[src/rtl/lnk_pkg.sv]
package lnk_pkg;
  typedef enum logic {
    TX_IDLE = 1'b0,
    TX_SEND = 1'b1
  } tx_phase_e;
endpackage

[src/rtl/lnk_tx.sv]
module lnk_tx
  import lnk_pkg::*;
#(
  parameter int QW_BITS   = 128,
  parameter int LANE_BITS = 8
) (
  input  logic                 clk,
  input  logic                 rst_n,
  input  logic                 chan_en,
  input  logic                 wr_valid,
  input  logic [QW_BITS-1:0]   wr_data,
  output logic                 wr_ready,
  output logic                 req,
  input  logic                 fc_in,
  output logic [LANE_BITS-1:0] lane_out,
  output logic                 stb_out
);
  localparam int BEATS = QW_BITS / LANE_BITS;
  localparam int CW    = (BEATS > 1) ? $clog2(BEATS) : 1;
  localparam logic [CW-1:0] LAST = CW'(BEATS - 1);

  logic [QW_BITS-1:0] hold_q, shift_q;
  logic               hold_full, shift_full;
  tx_phase_e          phase;
  logic [CW-1:0]      beat;
  logic               take, move;

  assign req      = chan_en && !hold_full;
  assign wr_ready = req;
  assign take     = wr_valid && wr_ready;
  assign move     = hold_full && !shift_full;

  always_ff @(posedge clk) begin
    if (!rst_n) begin
      hold_q     <= '0;
      hold_full  <= 1'b0;
      shift_q    <= '0;
      shift_full <= 1'b0;
      phase      <= TX_IDLE;
      beat       <= '0;
      lane_out   <= '0;
      stb_out    <= 1'b0;
    end else begin
      if (take) begin
        hold_q    <= wr_data;
        hold_full <= 1'b1;
      end else if (move) begin
        hold_full <= 1'b0;
      end
      if (move) begin
        shift_q    <= hold_q;
        shift_full <= 1'b1;
      end
      case (phase)
        TX_IDLE: begin
          if (shift_full && fc_in) begin
            phase    <= TX_SEND;
            beat     <= '0;
            lane_out <= shift_q[LANE_BITS-1:0];
            stb_out  <= 1'b1;
            shift_q  <= shift_q >> LANE_BITS;
          end
        end
        TX_SEND: begin
          if (beat == LAST) begin
            phase      <= TX_IDLE;
            stb_out    <= 1'b0;
            shift_full <= 1'b0;
          end else begin
            beat     <= beat + 1'b1;
            lane_out <= shift_q[LANE_BITS-1:0];
            stb_out  <= 1'b1;
            shift_q  <= shift_q >> LANE_BITS;
          end
        end
        default: phase <= TX_IDLE;
      endcase
    end
  end

  // an accepted write fills the holding buffer, so the next cycle refuses
  p_hold_fills_r2: assert property (@(posedge clk) disable iff (!rst_n)
    take |=> !wr_ready);
  // a held word leaves for an empty shift register at the next edge
  p_move_frees_r3: assert property (@(posedge clk) disable iff (!rst_n)
    (hold_full && !shift_full) |=> !hold_full);
  // no new word starts without credit from the far receiver
  p_start_needs_credit_r7: assert property (@(posedge clk) disable iff (!rst_n)
    (phase == TX_IDLE && !fc_in) |=> !stb_out);
  // beats of one word go out on consecutive cycles
  p_beats_contiguous_r4: assert property (@(posedge clk) disable iff (!rst_n)
    (phase == TX_SEND && beat != LAST) |=> stb_out);
endmodule

[src/rtl/lnk_rx.sv]
module lnk_rx #(
  parameter int QW_BITS   = 128,
  parameter int LANE_BITS = 8
) (
  input  logic                 clk,
  input  logic                 rst_n,
  input  logic                 chan_en,
  output logic                 rd_valid,
  output logic [QW_BITS-1:0]   rd_data,
  input  logic                 rd_ready,
  output logic                 req,
  input  logic [LANE_BITS-1:0] lane_in,
  input  logic                 stb_in,
  output logic                 fc_out
);
  localparam int BEATS = QW_BITS / LANE_BITS;
  localparam int CW    = (BEATS > 1) ? $clog2(BEATS) : 1;
  localparam logic [CW-1:0] LAST = CW'(BEATS - 1);

  logic [QW_BITS-1:0] asm_q, buf_q;
  logic               asm_full, buf_full;
  logic [CW-1:0]      cnt;
  logic               copy, pop, accept;

  assign rd_valid = chan_en && buf_full;
  assign req      = rd_valid;
  assign rd_data  = buf_q;
  assign pop      = rd_valid && rd_ready;
  assign copy     = asm_full && !buf_full;
  assign accept   = stb_in && !asm_full;
  assign fc_out   = !asm_full && (cnt == '0);

  always_ff @(posedge clk) begin
    if (!rst_n) begin
      asm_q    <= '0;
      asm_full <= 1'b0;
      cnt      <= '0;
      buf_q    <= '0;
      buf_full <= 1'b0;
    end else begin
      if (accept) begin
        asm_q <= {lane_in, asm_q[QW_BITS-1:LANE_BITS]};
        if (cnt == LAST) begin
          cnt      <= '0;
          asm_full <= 1'b1;
        end else begin
          cnt <= cnt + 1'b1;
        end
      end
      if (copy) begin
        buf_q    <= asm_q;
        buf_full <= 1'b1;
        asm_full <= 1'b0;
      end else if (pop) begin
        buf_full <= 1'b0;
      end
    end
  end

  // the sender never strobes a beat into an occupied shift register
  p_no_overrun_r6: assert property (@(posedge clk) disable iff (!rst_n)
    stb_in |-> !asm_full);
  // a complete word stays in the shift register while the buffer is occupied
  p_wait_for_buffer_r6: assert property (@(posedge clk) disable iff (!rst_n)
    (asm_full && buf_full && !pop) |=> asm_full);
  // a presented word is held until taken
  p_hold_data_r5: assert property (@(posedge clk) disable iff (!rst_n)
    (rd_valid && !rd_ready) |=> (buf_full && $stable(buf_q)));
endmodule

[src/rtl/lnk_port.sv]
module lnk_port #(
  parameter int QW_BITS   = 128,
  parameter int LANE_BITS = 8
) (
  input  logic                 clk,
  input  logic                 rst_n,
  input  logic                 tx_chan_en,
  input  logic                 tx_valid,
  input  logic [QW_BITS-1:0]   tx_data,
  output logic                 tx_ready,
  output logic                 tx_req,
  input  logic                 rx_chan_en,
  output logic                 rx_valid,
  output logic [QW_BITS-1:0]   rx_data,
  input  logic                 rx_ready,
  output logic                 rx_req,
  output logic [LANE_BITS-1:0] lnk_dout,
  output logic                 lnk_clk_out,
  input  logic                 lnk_fc_in,
  input  logic [LANE_BITS-1:0] lnk_din,
  input  logic                 lnk_clk_in,
  output logic                 lnk_fc_out
);
  lnk_tx #(.QW_BITS(QW_BITS), .LANE_BITS(LANE_BITS)) u_tx (
    .clk      (clk),
    .rst_n    (rst_n),
    .chan_en  (tx_chan_en),
    .wr_valid (tx_valid),
    .wr_data  (tx_data),
    .wr_ready (tx_ready),
    .req      (tx_req),
    .fc_in    (lnk_fc_in),
    .lane_out (lnk_dout),
    .stb_out  (lnk_clk_out)
  );

  lnk_rx #(.QW_BITS(QW_BITS), .LANE_BITS(LANE_BITS)) u_rx (
    .clk      (clk),
    .rst_n    (rst_n),
    .chan_en  (rx_chan_en),
    .rd_valid (rx_valid),
    .rd_data  (rx_data),
    .rd_ready (rx_ready),
    .req      (rx_req),
    .lane_in  (lnk_din),
    .stb_in   (lnk_clk_in),
    .fc_out   (lnk_fc_out)
  );
endmodule

[config.mk]
export PLATFORM = sky130hd
export DESIGN_NAME = lnk_port
export DESIGN_NICKNAME = d
export VERILOG_FILES = /design/src/rtl/lnk_pkg.sv /design/src/rtl/lnk_tx.sv /design/src/rtl/lnk_rx.sv /design/src/rtl/lnk_port.sv
export SDC_FILE = /design/constraint.sdc
export NUM_CORES = 1
export LEC_CHECK = 0
export ABC_AREA = 0
export BUFFER_PORTS_ARGS = -buffer_cell sky130_fd_sc_hd__buf_2
export CORE_MARGIN = 2
export CORE_UTILIZATION = 51
export DETAILED_ROUTE_END_ITERATION = 6
export GPL_TIMING_DRIVEN = 1
export PLACE_DENSITY = 0.82
export SYNTH_ARGS = -nofsm -noshare
export SYNTH_HDL_FRONTEND = slang
export SYNTH_SLANG_ARGS = --single-unit
export TNS_END_PERCENT = 1
[constraint.sdc]
create_clock -name clk -period 1.6 [get_ports clk]
set_input_delay 0.08 -clock clk [delete_from_list [all_inputs] [get_ports clk]]
set_output_delay 0.08 -clock clk [all_outputs]
set_load 0.02 [all_outputs]
; ---- Yosys cells after proc, flatten, opt, wreduce, memory -nomap -nowiden
; Index checks and enable logic that the tools add are counted.
[word_totals]
regBits = 534
out_inout_bits = 142
[op_classes]
n_addsub = 2
n_eq_ne = 4
muxes = 23
n_bitwise = 2
reduce_logical = 19
[ops]
columns = operator, count
row1 = two-way mux 128 bit, 3
row2 = one-hot mux 128 bit (2 select lines), 1
row3 = two-way mux 8 bit, 2
row4 = one-hot mux 8 bit (2 select lines), 1
row5 = two-way mux 4 bit, 3
row6 = two-way mux 1 bit, 10
row7 = logical AND 1 bit, 9
row8 = "adder 4 x 1 -> 4 bit, second input constant", 2
row9 = "equality test 4 bit, second input constant", 2
row10 = one-hot mux 4 bit (2 select lines), 1
row11 = logical NOT 1 bit, 4
row12 = logical NOT 4 bit, 1
row13 = one-hot mux 1 bit (2 select lines), 2
row14 = AND reduction 2 bit, 2
row15 = nonzero test 2 bit, 2
row16 = "!= test 2 x 1 -> 1 bit, second input constant", 1
row17 = "!= test 2 bit, second input constant", 1
row18 = NOT 1 bit, 2
row19 = OR reduction 2 bit, 1

; ---- Longest topological paths before layout
[logic_depth]
ltp_word = 5
mapped_depth = 7
ltp_nobuf = 4

; ---- Hierarchy
; Synthesis repeated with hierarchy kept, for this count alone.
[hier_totals]
cells_unflattened = 2498
hier_area_um2 = 20866.3
[modules_own_cells]
columns = mod, n_inst, cells_per_inst, area_each_um2, seq_area_each_um2
row1 = lnk_tx, 1, 1352, 11174.5, 5445.2
row2 = lnk_rx, 1, 1146, 9691.8, 5245.0

; ---- Worst setup path after synthesis
; OpenSTA, ideal clock, no wires.
[synth_timing]
path_kind = reg2reg
startpoint = reg u_tx.beat[0]
endpoint = reg u_tx.shift_q[120]
setup_time_ns = 0.138
t_arrival_ns = 1.412
required_ns = 1.462
setup_slack_ns = 0.049
stages_incl_launch_ff = 7
path_buffers = 2
cell_sequence = dfxtp_1 ha_1 and4_1 buf_2 buf_6 o21ai_1 a21oi_1
[synth_via]
elab_chain_len = 3
[synth_lines]
columns = element, line
row1 = "start, declared", lnk_tx.sv:25  ; logic [CW-1:0] beat;
row2 = "start signal, assigned", lnk_tx.sv:70  ; beat <= beat + 1'b1;
row3 = equality test 4 bit, lnk_tx.sv:65  ; if (beat == LAST) begin
row4 = two-way mux 128 bit, lnk_tx.sv:65
row5 = one-hot mux 128 bit (2 select lines), lnk_tx.sv:54  ; case (phase)
row6 = "end signal, assigned", lnk_tx.sv:51  ; shift_q <= hold_q;
row7 = "end signal, assigned", lnk_tx.sv:61  ; shift_q <= shift_q >> LANE_BITS;
row8 = "end signal, assigned", lnk_tx.sv:73  ; shift_q <= shift_q >> LANE_BITS;
row9 = "end, declared", lnk_tx.sv:22  ; logic [QW_BITS-1:0] hold_q, shift_q;
; Every way passes these cells.
; A chain may end at the register's enable or synchronous reset.

; ---- Worst setup path in the final report
[layout_timing]
startpoint = reg u_tx.beat[1]
endpoint = reg u_tx.shift_q[15]
; Same word-level chain as after synthesis.

==> impl_metrics.csv <==
group,metric,value,unit
run_status,outcome,"finished with violations",
run_status,violations,"negative setup slack",
synth,synth_seq_area_share,52.8,%
setup_path,cp_data_required_time,2.09,ns
synth,synth_compound_area_share,18.3,%
synth,syn_area,0.0203,mm²
setup_path,crit_buf_inv,1,
drt,final_antenna_net_count,0,
finish,nets,3014,
grt,grt_util_met1,34.4,%
synth,synth_area_per_cell,8.10,µm²
setup_path,crit_family,"simple AND/OR/NAND/NOR gates",
synth,yosysTopAreaCell,"dfxtp_1",
sta,layout_setup_ws,-0.00275,ns
sta,period_needed,1.60,ns
cts,numCtsBuffers,53,
cts,root_buffer,"clkbuf_16",
finish,fin_util,67.5,%
synth,synth_edf_count,0,
cts,clk_pin_slew_worst_paths,0.06,ns
drt,wirelength,61.7,mm
place,place_ws,0.0219,ns
synth,synthSimpleGateAreaFrac,23.3,%
finish,fillCellCount,2812,
sta,clock.fmax,624,MHz
floorplanning,core_area,0.0389,mm²
sta,setup_viol,1,
place,gp_congestion,0.856,
setup_path,crit_fanout,18,
setup_path,crit_type,"flip-flop to flip-flop",
setup_path,cp-start-kind,"flip-flop",
place,port_buffers,285,
drt,dr.pass1.iters,7,
grt,antenna_found_initial,3,
synth,ys_types,38,
grt,grt_max_degree,113,
setup_path,cp.arrival,2.09,ns
sta,slew_violations,0,
synth,ys_warn_count,0,
sta,worst-slew-pin-transition,0.537,ns
drt,vias,19700,
floorplanning,die_area,0.0413,mm²
cts,cts_sinks,534,
grt,grt_pass1_wl,96.1,mm
synth,async_flop_share,0,%
synth,synth-main-ff-cell,"dfxtp_1",
setup_path,cpMaxStageDelayCell,"and4_4",
synth,synth_commonest_cells,"1,032 x nand2_1, 534 x dfxtp_1, 408 x a21oi_1, 121 x nor3_1, 107 x buf_2",
floorplanning,die_w,203,µm
run,drv_cap,0,
grt,grt_pass1_vias,19100,
setup_path,path_cells,"ha_4 -> and4_4 -> buf_12 -> nor3_1 -> a311oi_1",
drt,drt_iter0_drc,1730,
setup_path,cpPeakStageDelay,0.39,ns
floorplanning,pin_count,286,
synth,synth_mux_area_share,0,%
synth,yosys_register_bits,534,
finish,area_growth,29.7,%
synth,synth.most_common_cell,"nand2_1",
place,hpwl,36.0,mm
drt,viasPerCell,5.73,
synth,syn_inst,2500,
synth,yosys.area.top_type_share,52.8,%
synth,synth-adder-area-share,0.185,%
sta,clock_skew,0.0322,ns
floorplanning,die_h,203,µm
sta,final_hold_viol_count,0,
hold_path,hold_path_class,"primary input to flip-flop",
cts,cts_tree,"done",
floorplanning,start_util,52.0,%
pwr,power_density,1130,mW/mm²
grt,grt_overflow_total,0,
synth,synth.top_cells.by_area,"dfxtp_1 53%, nand2_1 19%, a21oi_1 10%",
finish,drive_gt1_share,20.2,%
synth,syn-num-nets,2647,
setup_path,end_kind,"flip-flop",
drt,wl_per_cell,18.0,µm
drt,drc,0,
place,place_area,0.0226,mm²
sta,post-route-period-util,100,%
sta,relSlewSlack,64.2,%
finish,stdcell_area,0.0263,mm²
floorplanning,rows,72,
synth,synthXorXnorAreaFrac,0.0432,%
cts,htreeDepth,2,
finish,regArea,0.0107,mm²
sta,rsz0062_at_grt,"true",
pwr,power.static_leakage,9.61,nW
cts,clock_path_buffers,3,
grt,grt_util_met2,48.7,%
cts,clk_latency,0.61,ns
grt,grt.busiest_layer,"met2",
synth,synth_top_family_by_area,"simple AND/OR/NAND/NOR gates",
pwr,ir_worst_vdd,0.797,mV
grt,grt_usage,28.3,%
grt,use_met3,4.41,%
finish,multiInputGateArea,0.00863,mm²
[area by class of cell]
type,instances,share of cell area (%)
flip-flops and latches,534,40.8
diodes,4,0.0381
inverters,3,0.0810
clock inverters,23,1.14
multi-input cells,1747,32.9
well taps,518,2.47
clock buffers,75,6.01
repair buffers,528,16.6
[path summary, 6_finish.rpt]
kind                                         from           endpoint  slack [ns]  cells past startpoint
worst max-delay path                 u_tx.beat[1]   u_tx.shift_q[15]      -0.003                      5
worst min-delay path                     rx_ready      u_rx.buf_full        0.21                      3
worst max register to register       u_tx.beat[1]   u_tx.shift_q[15]      -0.003                      5
worst min register to register  u_rx.rd_data[127]  u_rx.rd_data[127]        0.45                      2
[through the flow]
stage	hold WS, ns	setup TNS (ns)	power [mW]	std cells
2_1_floorplan	0.169	0	15.5	2500
3_3_place_gp	0.260	0	16.2	3174
3_5_place_dp	0.269	0	16.3	3174
4_1_cts	0.181	-0.0355	29.5	3417
5_1_grt	0.218	-0.115	30.5	3431
6_report	0.209	-0.00275	29.6	3432
[worst reg2reg max path: cells and delay by family, from the launching register on]
kind                       cells  cell delay (ns)
adders and majority gates      1             0.17
and+or+nand+nor                2             0.47
buffers and inverters          1             0.19
DFF                            1             0.38
AOI/OAI and AO/OA              1             0.27
[cells in the final DEF, fill, tap and decap left out, drive strengths merged, types with 6 or more instances in the layout]
cell / count
a21oi: 409
nand2: 1034
a311oi: 121
dlygate4sd3: 143
nand3: 14
dfxtp: 534
nor3: 121
o21ai: 13
clkinv: 14
buf: 377
bufinv: 6
clkbuf: 83
[routing by layer]
metal  wire length (µm)  share of wire (%)
met1              23800                 39
met2              30200                 49
met3               4740                7.7
met4               2970                4.8
met5                  0                  0
[sequential cells by signal, summed over array words and instances, names as in the netlist]
name and cells:
u_rx.buf_full 1, u_rx.asm_full 1, u_tx.hold_full 1, u_tx.hold_q 128
u_tx.shift_full 1, u_rx.rd_data 128, u_tx.beat 4, u_rx.asm_q 128
u_rx.cnt 4, u_tx.phase 1, u_tx.lane_out 8, u_tx.shift_q 128
u_tx.stb_out 1
[repair_timing]
| action | in CTS | in global routing |
|---|---|---|
| endpoints found under the hold margin | 145 | 0 |
| setup endpoints to repair | 6 | 121 |
| pin swaps | 5 | 6 |
| hold buffers | 143 | 0 |
| cloned | 0 | 11 |
| gates resized for setup | 13 | 22 |
| setup buffers | 3 | 0 |
[cell families (layout without fill, tap and decap cells)]
family,count (synthesis),count (layout)
DFF,534,534
buffers and inverters,221,629
xor gates and xnor gates,1,1
other,0,4
adders and majority gates,3,3
and+or+nand+nor,1192,1194
AOI/OAI and AO/OA,549,549
[power breakdown]
| part | switching [mW] | internal (mW) | total, mW |
|---|---|---|---|
| combinational | 1.34 | 1.09 | 2.43 |
| sequential | 0.313 | 13.7 | 14.0 |
| clock | 5.31 | 7.85 | 13.2 |
| total | 6.96 | 22.7 | 29.6 |
Power figures use the tool's default switching activity.
